$ cat src/rtl/csm_pkg.sv
package csm_pkg;
    localparam int OPW  = 6;
    localparam int PRW  = 2 * OPW;
    localparam int ROWS = OPW;
    localparam int LAT  = 5;

    typedef logic [OPW-1:0] opnd_t;
    typedef logic [PRW-1:0] vec_t;
    typedef logic [ROWS-1:0][PRW-1:0] rows_t;

    typedef struct packed {
        logic  vld;
        rows_t rows;
    } st_pp_t;

    typedef struct packed {
        logic vld;
        vec_t s_lo;
        vec_t c_lo;
        vec_t s_hi;
        vec_t c_hi;
    } st_l1_t;

    typedef struct packed {
        logic vld;
        vec_t s;
        vec_t c;
        vec_t extra;
    } st_l2_t;

    typedef struct packed {
        logic vld;
        vec_t s;
        vec_t c;
    } st_l3_t;

    typedef struct packed {
        logic vld;
        vec_t prod;
    } st_out_t;

    function automatic vec_t widen(input opnd_t x);
        return vec_t'(x);
    endfunction
endpackage

$ cat src/rtl/csm_ppgen.sv
module csm_ppgen
    import csm_pkg::*;
(
    input  opnd_t mcand,
    input  opnd_t mplier,
    output rows_t rows
);
    vec_t base;
    assign base = widen(mcand);

    for (genvar r = 0; r < ROWS; r++) begin : g_row
        assign rows[r] = mplier[r] ? (base << r) : '0;
    end
endmodule

$ cat src/rtl/csm_csa.sv
module csm_csa #(
    parameter int W = 12
) (
    input  logic [W-1:0] x,
    input  logic [W-1:0] y,
    input  logic [W-1:0] z,
    output logic [W-1:0] sum,
    output logic [W-1:0] cry
);
    logic [W-1:0] maj;

    always_comb begin
        sum = x ^ y ^ z;
        maj = (x & y) | (x & z) | (y & z);
        cry = maj << 1;
    end
endmodule

$ cat src/rtl/csm_cpa.sv
module csm_cpa #(
    parameter int W = 12
) (
    input  logic [W-1:0] s,
    input  logic [W-1:0] c,
    output logic [W-1:0] total
);
    assign total = s + c;
endmodule

$ cat src/rtl/csm_mult.sv
module csm_mult
    import csm_pkg::*;
(
    input  logic              clk,
    input  logic              rst,
    input  logic              in_valid,
    input  logic [OPW-1:0]    in_a,
    input  logic [OPW-1:0]    in_b,
    output logic              out_valid,
    output logic [PRW-1:0]    out_prod
);
    st_pp_t  pp_q;
    st_l1_t  l1_q;
    st_l2_t  l2_q;
    st_l3_t  l3_q;
    st_out_t out_q;

    // Stage 1: partial-product rows
    rows_t rows_d;
    csm_ppgen u_pp (.mcand(in_a), .mplier(in_b), .rows(rows_d));

    always_ff @(posedge clk) begin
        if (rst) begin
            pp_q <= '0;
        end else begin
            pp_q.vld <= in_valid;
            if (in_valid) pp_q.rows <= rows_d;
        end
    end

    // Stage 2: two carry-save adders, rows 0..2 and 3..5
    vec_t s_lo_d, c_lo_d, s_hi_d, c_hi_d;
    csm_csa #(.W(PRW)) u_csa_lo (.x(pp_q.rows[0]), .y(pp_q.rows[1]), .z(pp_q.rows[2]),
                                 .sum(s_lo_d), .cry(c_lo_d));
    csm_csa #(.W(PRW)) u_csa_hi (.x(pp_q.rows[3]), .y(pp_q.rows[4]), .z(pp_q.rows[5]),
                                 .sum(s_hi_d), .cry(c_hi_d));

    always_ff @(posedge clk) begin
        if (rst) begin
            l1_q <= '0;
        end else begin
            l1_q.vld <= pp_q.vld;
            if (pp_q.vld) begin
                l1_q.s_lo <= s_lo_d;
                l1_q.c_lo <= c_lo_d;
                l1_q.s_hi <= s_hi_d;
                l1_q.c_hi <= c_hi_d;
            end
        end
    end

    // Stage 3: one carry-save adder, leftover carry vector registered
    vec_t s_m_d, c_m_d;
    csm_csa #(.W(PRW)) u_csa_mid (.x(l1_q.s_lo), .y(l1_q.c_lo), .z(l1_q.s_hi),
                                  .sum(s_m_d), .cry(c_m_d));

    always_ff @(posedge clk) begin
        if (rst) begin
            l2_q <= '0;
        end else begin
            l2_q.vld <= l1_q.vld;
            if (l1_q.vld) begin
                l2_q.s     <= s_m_d;
                l2_q.c     <= c_m_d;
                l2_q.extra <= l1_q.c_hi;
            end
        end
    end

    // Stage 4: last carry-save adder
    vec_t s_f_d, c_f_d;
    csm_csa #(.W(PRW)) u_csa_fin (.x(l2_q.s), .y(l2_q.c), .z(l2_q.extra),
                                  .sum(s_f_d), .cry(c_f_d));

    always_ff @(posedge clk) begin
        if (rst) begin
            l3_q <= '0;
        end else begin
            l3_q.vld <= l2_q.vld;
            if (l2_q.vld) begin
                l3_q.s <= s_f_d;
                l3_q.c <= c_f_d;
            end
        end
    end

    // Stage 5: carry-propagate add
    vec_t prod_d;
    csm_cpa #(.W(PRW)) u_cpa (.s(l3_q.s), .c(l3_q.c), .total(prod_d));

    always_ff @(posedge clk) begin
        if (rst) begin
            out_q <= '0;
        end else begin
            out_q.vld <= l3_q.vld;
            if (l3_q.vld) out_q.prod <= prod_d;
        end
    end

    assign out_valid = out_q.vld;
    assign out_prod  = out_q.prod;

    // Cycles since reset, saturating; gates the end-to-end checks
    logic [2:0] warm_cnt;
    always_ff @(posedge clk) begin
        if (rst)                    warm_cnt <= '0;
        else if (warm_cnt != 3'(LAT)) warm_cnt <= warm_cnt + 3'd1;
    end
    logic warm;
    assign warm = (warm_cnt == 3'(LAT));

    AST_RESET_CLEAR: assert property (@(posedge clk)
        rst |=> (!out_valid && out_prod == '0));

    AST_LATENCY: assert property (@(posedge clk) disable iff (rst)
        warm |-> (out_valid == $past(in_valid, 5)));

    AST_PRODUCT: assert property (@(posedge clk) disable iff (rst)
        (warm && out_valid) |-> (out_prod == (widen($past(in_a, 5)) * widen($past(in_b, 5)))));

    AST_HOLD_IDLE: assert property (@(posedge clk) disable iff (rst)
        (warm && !out_valid) |-> $stable(out_prod));

    AST_MID_CONSERVE: assert property (@(posedge clk) disable iff (rst)
        l2_q.vld |-> (vec_t'(l2_q.s + l2_q.c + l2_q.extra) ==
                      $past(vec_t'(l1_q.s_lo + l1_q.c_lo + l1_q.s_hi + l1_q.c_hi))));

    AST_FIN_CONSERVE: assert property (@(posedge clk) disable iff (rst)
        l3_q.vld |-> (vec_t'(l3_q.s + l3_q.c) ==
                      $past(vec_t'(l2_q.s + l2_q.c + l2_q.extra))));
endmodule

$ cat config.mk
export PLATFORM = sky130hd
export DESIGN_NAME = csm_mult
export DESIGN_NICKNAME = d
export VERILOG_FILES = /design/src/rtl/csm_pkg.sv /design/src/rtl/csm_ppgen.sv /design/src/rtl/csm_csa.sv /design/src/rtl/csm_cpa.sv /design/src/rtl/csm_mult.sv
export SDC_FILE = /design/constraint.sdc
export NUM_CORES = 1
export LEC_CHECK = 0
export ABC_CLOCK_PERIOD_IN_PS = 1600
export BUFFER_PORTS_ARGS = -buffer_cell sky130_fd_sc_hd__buf_2
export CORE_MARGIN = 3
export CORE_UTILIZATION = 54
export DETAILED_ROUTE_END_ITERATION = 12
export PLACE_DENSITY = 0.75
export SLEW_MARGIN = 20
export SYNTH_ARGS = -nofsm -noshare
export SYNTH_HDL_FRONTEND = slang
export SYNTH_SLANG_ARGS = --single-unit
$ cat constraint.sdc
create_clock -name clk -period 1.6 [get_ports clk]
set_clock_uncertainty 0.05 [all_clocks]
set_input_delay 0.24 -clock clk [delete_from_list [all_inputs] [get_ports clk]]
set_output_delay 0.24 -clock clk [all_outputs]
set_load 0.05 [all_outputs]
==> summary.md <==
| Metric | Value |
|---|---|
| Status | completed |
| Number of I/O port buffers | 27 |
| Post-route cell area | 0.006025 mm2 |
| Drt total wl | 9614 um |
| Worst-path clk slew | 0.06 ns |
| Setup TNS | 0 ns |
| Top Ports | 28 |
| Syn Std Cell Area | 0.005134 mm2 |
| Power, Total | 7.042 mW |
| Final Hold Vio Count | 0 |
| Crit path to | out_prod[9] |
| FF+latch count, synth | 123 |
| # rows | 34 |
| Area after DPL | 0.005405 mm2 |
| Core area | 0.008976 mm2 |
| Syn-to-layout area delta | 17.35% |
| Fin nets | 577 |
| Die Ht | 103.5 um |
| Max Clk Rate | 636.3 MHz |
| Initial Util | 57.19% |
| R2R Path Start | l3_q[16] |
| Slew Limit Fails | 0 |
| TritonCTS clock tree | done |
| Startpoint types | flop |
| Vias per cell | 5.310 |
| Hold Path Class | input pin to flop |
| Mapped Nets | 549 |
| Most frequent cells in the layout | 119 x dfxtp_1, 85 x nor2_1, 76 x mux2i_1 |
| Slew headroom | 50.12% |
| Slowest CP cell | dfxtp_2 |
| Synth top area share | 47.96% |
| RSZ-0062 raised after global routing | yes |
| Power per cell area | 1169 mW/mm2 |
| Fin util | 67.12% |
| Yosys cell types | 30 |
| Cell accounting for the most synthesized area | dfxtp_1 |
| Period utilization | 98.23% |
| Hpwl dp | 6251 um |
| Remaining DRCs | 0 |
| ANT cells | 0 |
| Share of post-route cells with drive strength above 1 | 15.90% |
| Worst Setup SP | l3_q[16] |
| CP endpoint kind | flop |
| FF-to-FF End | out_prod[9] |
| Total grt overflow | 0 |
| Final Critical Period | 1.572 ns |
| Ys Warns | 0 |
| Chip width | 103.5 um |
| Synthesized area per cell | 10.27 um2 |
| Slew @ Worst Pin | 0.7481 ns |
| Kind of critical path | flop to flop |
| Vias | 3542 |
| First-pass GRT wire length | 16620 um |
| Clock buffer depth | 2 |
| Worst Reg-to-Reg Cells | 6 |
| Critical path cell sequence | ha_4 -> buf_6 -> a211oi_2 -> nor2_2 -> o21ai_1 -> mux2_4 |
| Synth top area cells | dfxtp_1 48%, mux2i_1 15%, fa_1 7.0% |
| Initial antenna violation count | 0 |
| Most common cell after layout, fill and taps aside | dfxtp_1 |
| Placer congestion estimate | 0.7613 |
| Worst Path Arrival | 1.91 ns |
| Count of final setup violators | 0 |
| Pleak | 2.418 nW |
| CTS Hold Bufs | 0 |
| Post-DRT Antenna Nets | 0 |
| Worst EP required | 1.94 ns |
| Mapped Cells | 500 |
| CTS Buf Count | 17 |
| Max-Cap Viols | 0 |
| Clk root buf | clkbuf_8 |
| CP peak stage delay | 0.33 ns |
| Routed WL per cell | 14.41 um |
| CP max FO | 3 |
| CTS sink cnt | 123 |
| H-tree depth | 4 |
| Clock latency on the worst-skew pair | 0.50 ns |
| DRT Pass-1 Iters | 4 |
| Number of global-route vias before repair | 3541 |
| GRT Util Overall | 18.91% |
| Post-synthesis sequential area ratio | 47.96% |
| Max rail drop VDD | 0.7396 mV |
| Detailed router's first-iteration violation count | 182 |
| Die area | 0.01071 mm2 |
| Worst reg2reg setup slack | 0.03 ns |
| Largest net degree at the start of global routing | 76 |
power breakdown:
group / leakage [nW] / internal, mW / total, mW / switching, mW
clock network: 0.270 / 2.21 / 3.55 / 1.34
logic: 1.15 / 0.136 / 0.335 / 0.200
registers: 0.998 / 3.12 / 3.16 / 0.0390
total: 2.42 / 5.47 / 7.04 / 1.57
cells in the mapped netlist:
| cell | n |
|---|---|
| nand2b_1 | 33 |
| buf_2 | 21 |
| buf_1 | 1 |
| o32ai_1 | 1 |
| nand2_1 | 2 |
| nor2_1 | 86 |
| nor3_1 | 1 |
| and2_1 | 1 |
| mux2i_1 | 76 |
| buf_4 | 2 |
| a211oi_1 | 4 |
| dfxtp_1 | 123 |
| nor3b_1 | 2 |
| o22ai_1 | 1 |
| clkbuf_1 | 7 |
| a21oi_1 | 42 |
| nor2b_1 | 10 |
| mux2_2 | 2 |
| ha_1 | 16 |
| xnor2_1 | 4 |
| inv_1 | 4 |
| a21o_1 | 1 |
| o21ai_0 | 5 |
| nand3_1 | 31 |
| nand2b_4 | 1 |
| a41oi_1 | 1 |
| nor3b_2 | 1 |
| o21bai_1 | 2 |
| or3b_1 | 1 |
| fa_1 | 18 |
cell type report:
| class | count | area [um2] |
|---|---|---|
| fill | 684 | 2952 |
| timing repair buffer | 40 | 264.0 |
| tap | 126 | 157.7 |
| clock inverter | 11 | 122.6 |
| inverter | 4 | 15.01 |
| clock buffer | 21 | 429.2 |
| multi-input combinational | 342 | 2569 |
| sequential | 123 | 2467 |
how the worst min path moves through the flow:
stage / slack (ns) / to / cells after the start / from
final: 0.02 / pp_q[3] / 3 / in_a[3]
after global routing: 0.01 / pp_q[39] / 3 / in_a[0]
after CTS: 0.002 / pp_q[3] / 3 / in_b[0]
after detailed placement: 0.42 / pp_q[39] / 2 / pp_q[39]
after global placement: 0.41 / pp_q[39] / 2 / pp_q[39]
after floorplan: 0.33 / pp_q[52] / 2 / in_a[0]
state kept, by name, summed over array words and instances, names as in the netlist:
signal     flops
pp_q          37
l3_q          20
l1_q          29
l2_q          24
out_valid      1
out_prod      12
per-layer routing:
metal  GRT usage [%]  part of all wire (%)  routed length (um)  vias to the layer above
met5               0                     0                   0                        -
li1                -                     -                   -                     1761
met3           4.415                   3.0                 290                       11
met4           6.363                  0.99                  95                        0
met1           22.69                    43                4164                     1722
met2           33.41                    53                5064                       48
cell families after synthesis:
logic type	count (synthesis)	share of synthesized area [%]
flops	123	47.96
compound gates	57	6.069
fa+ha+maj	34	10.92
simple gates	169	15.89
mux	78	15.26
xor+xnor	4	0.6824
buf+inv	35	3.217
metrics by stage:
step,hold WS [ns],worst slack (ns),instances
final,0.02188,0.02831,667
after global routing,0.01338,-0.04332,667
after CTS,0.001928,-0.001426,667
after detailed placement,0.4181,-0.1068,635
after global placement,0.4094,-0.04979,635
after floorplan,0.3291,-0.005640,500
critical path, delay by kind of cell, from the launching register on:
family          cells  cell delay [ns]
compound gates      2             0.39
simple gates        1             0.08
fa+ha+maj           1             0.17
flops               1             0.33
buf+inv             1             0.12
mux                 1             0.31
timing repair:
action | 4_1_cts | 5_1_grt
pin swaps | 6 | 4
gates cloned | 0 | 0
setup endpoints to repair | 4 | 4
setup buffers | 0 | 0
gates resized for setup | 11 | 9
Power figures use the tool's default switching activity.
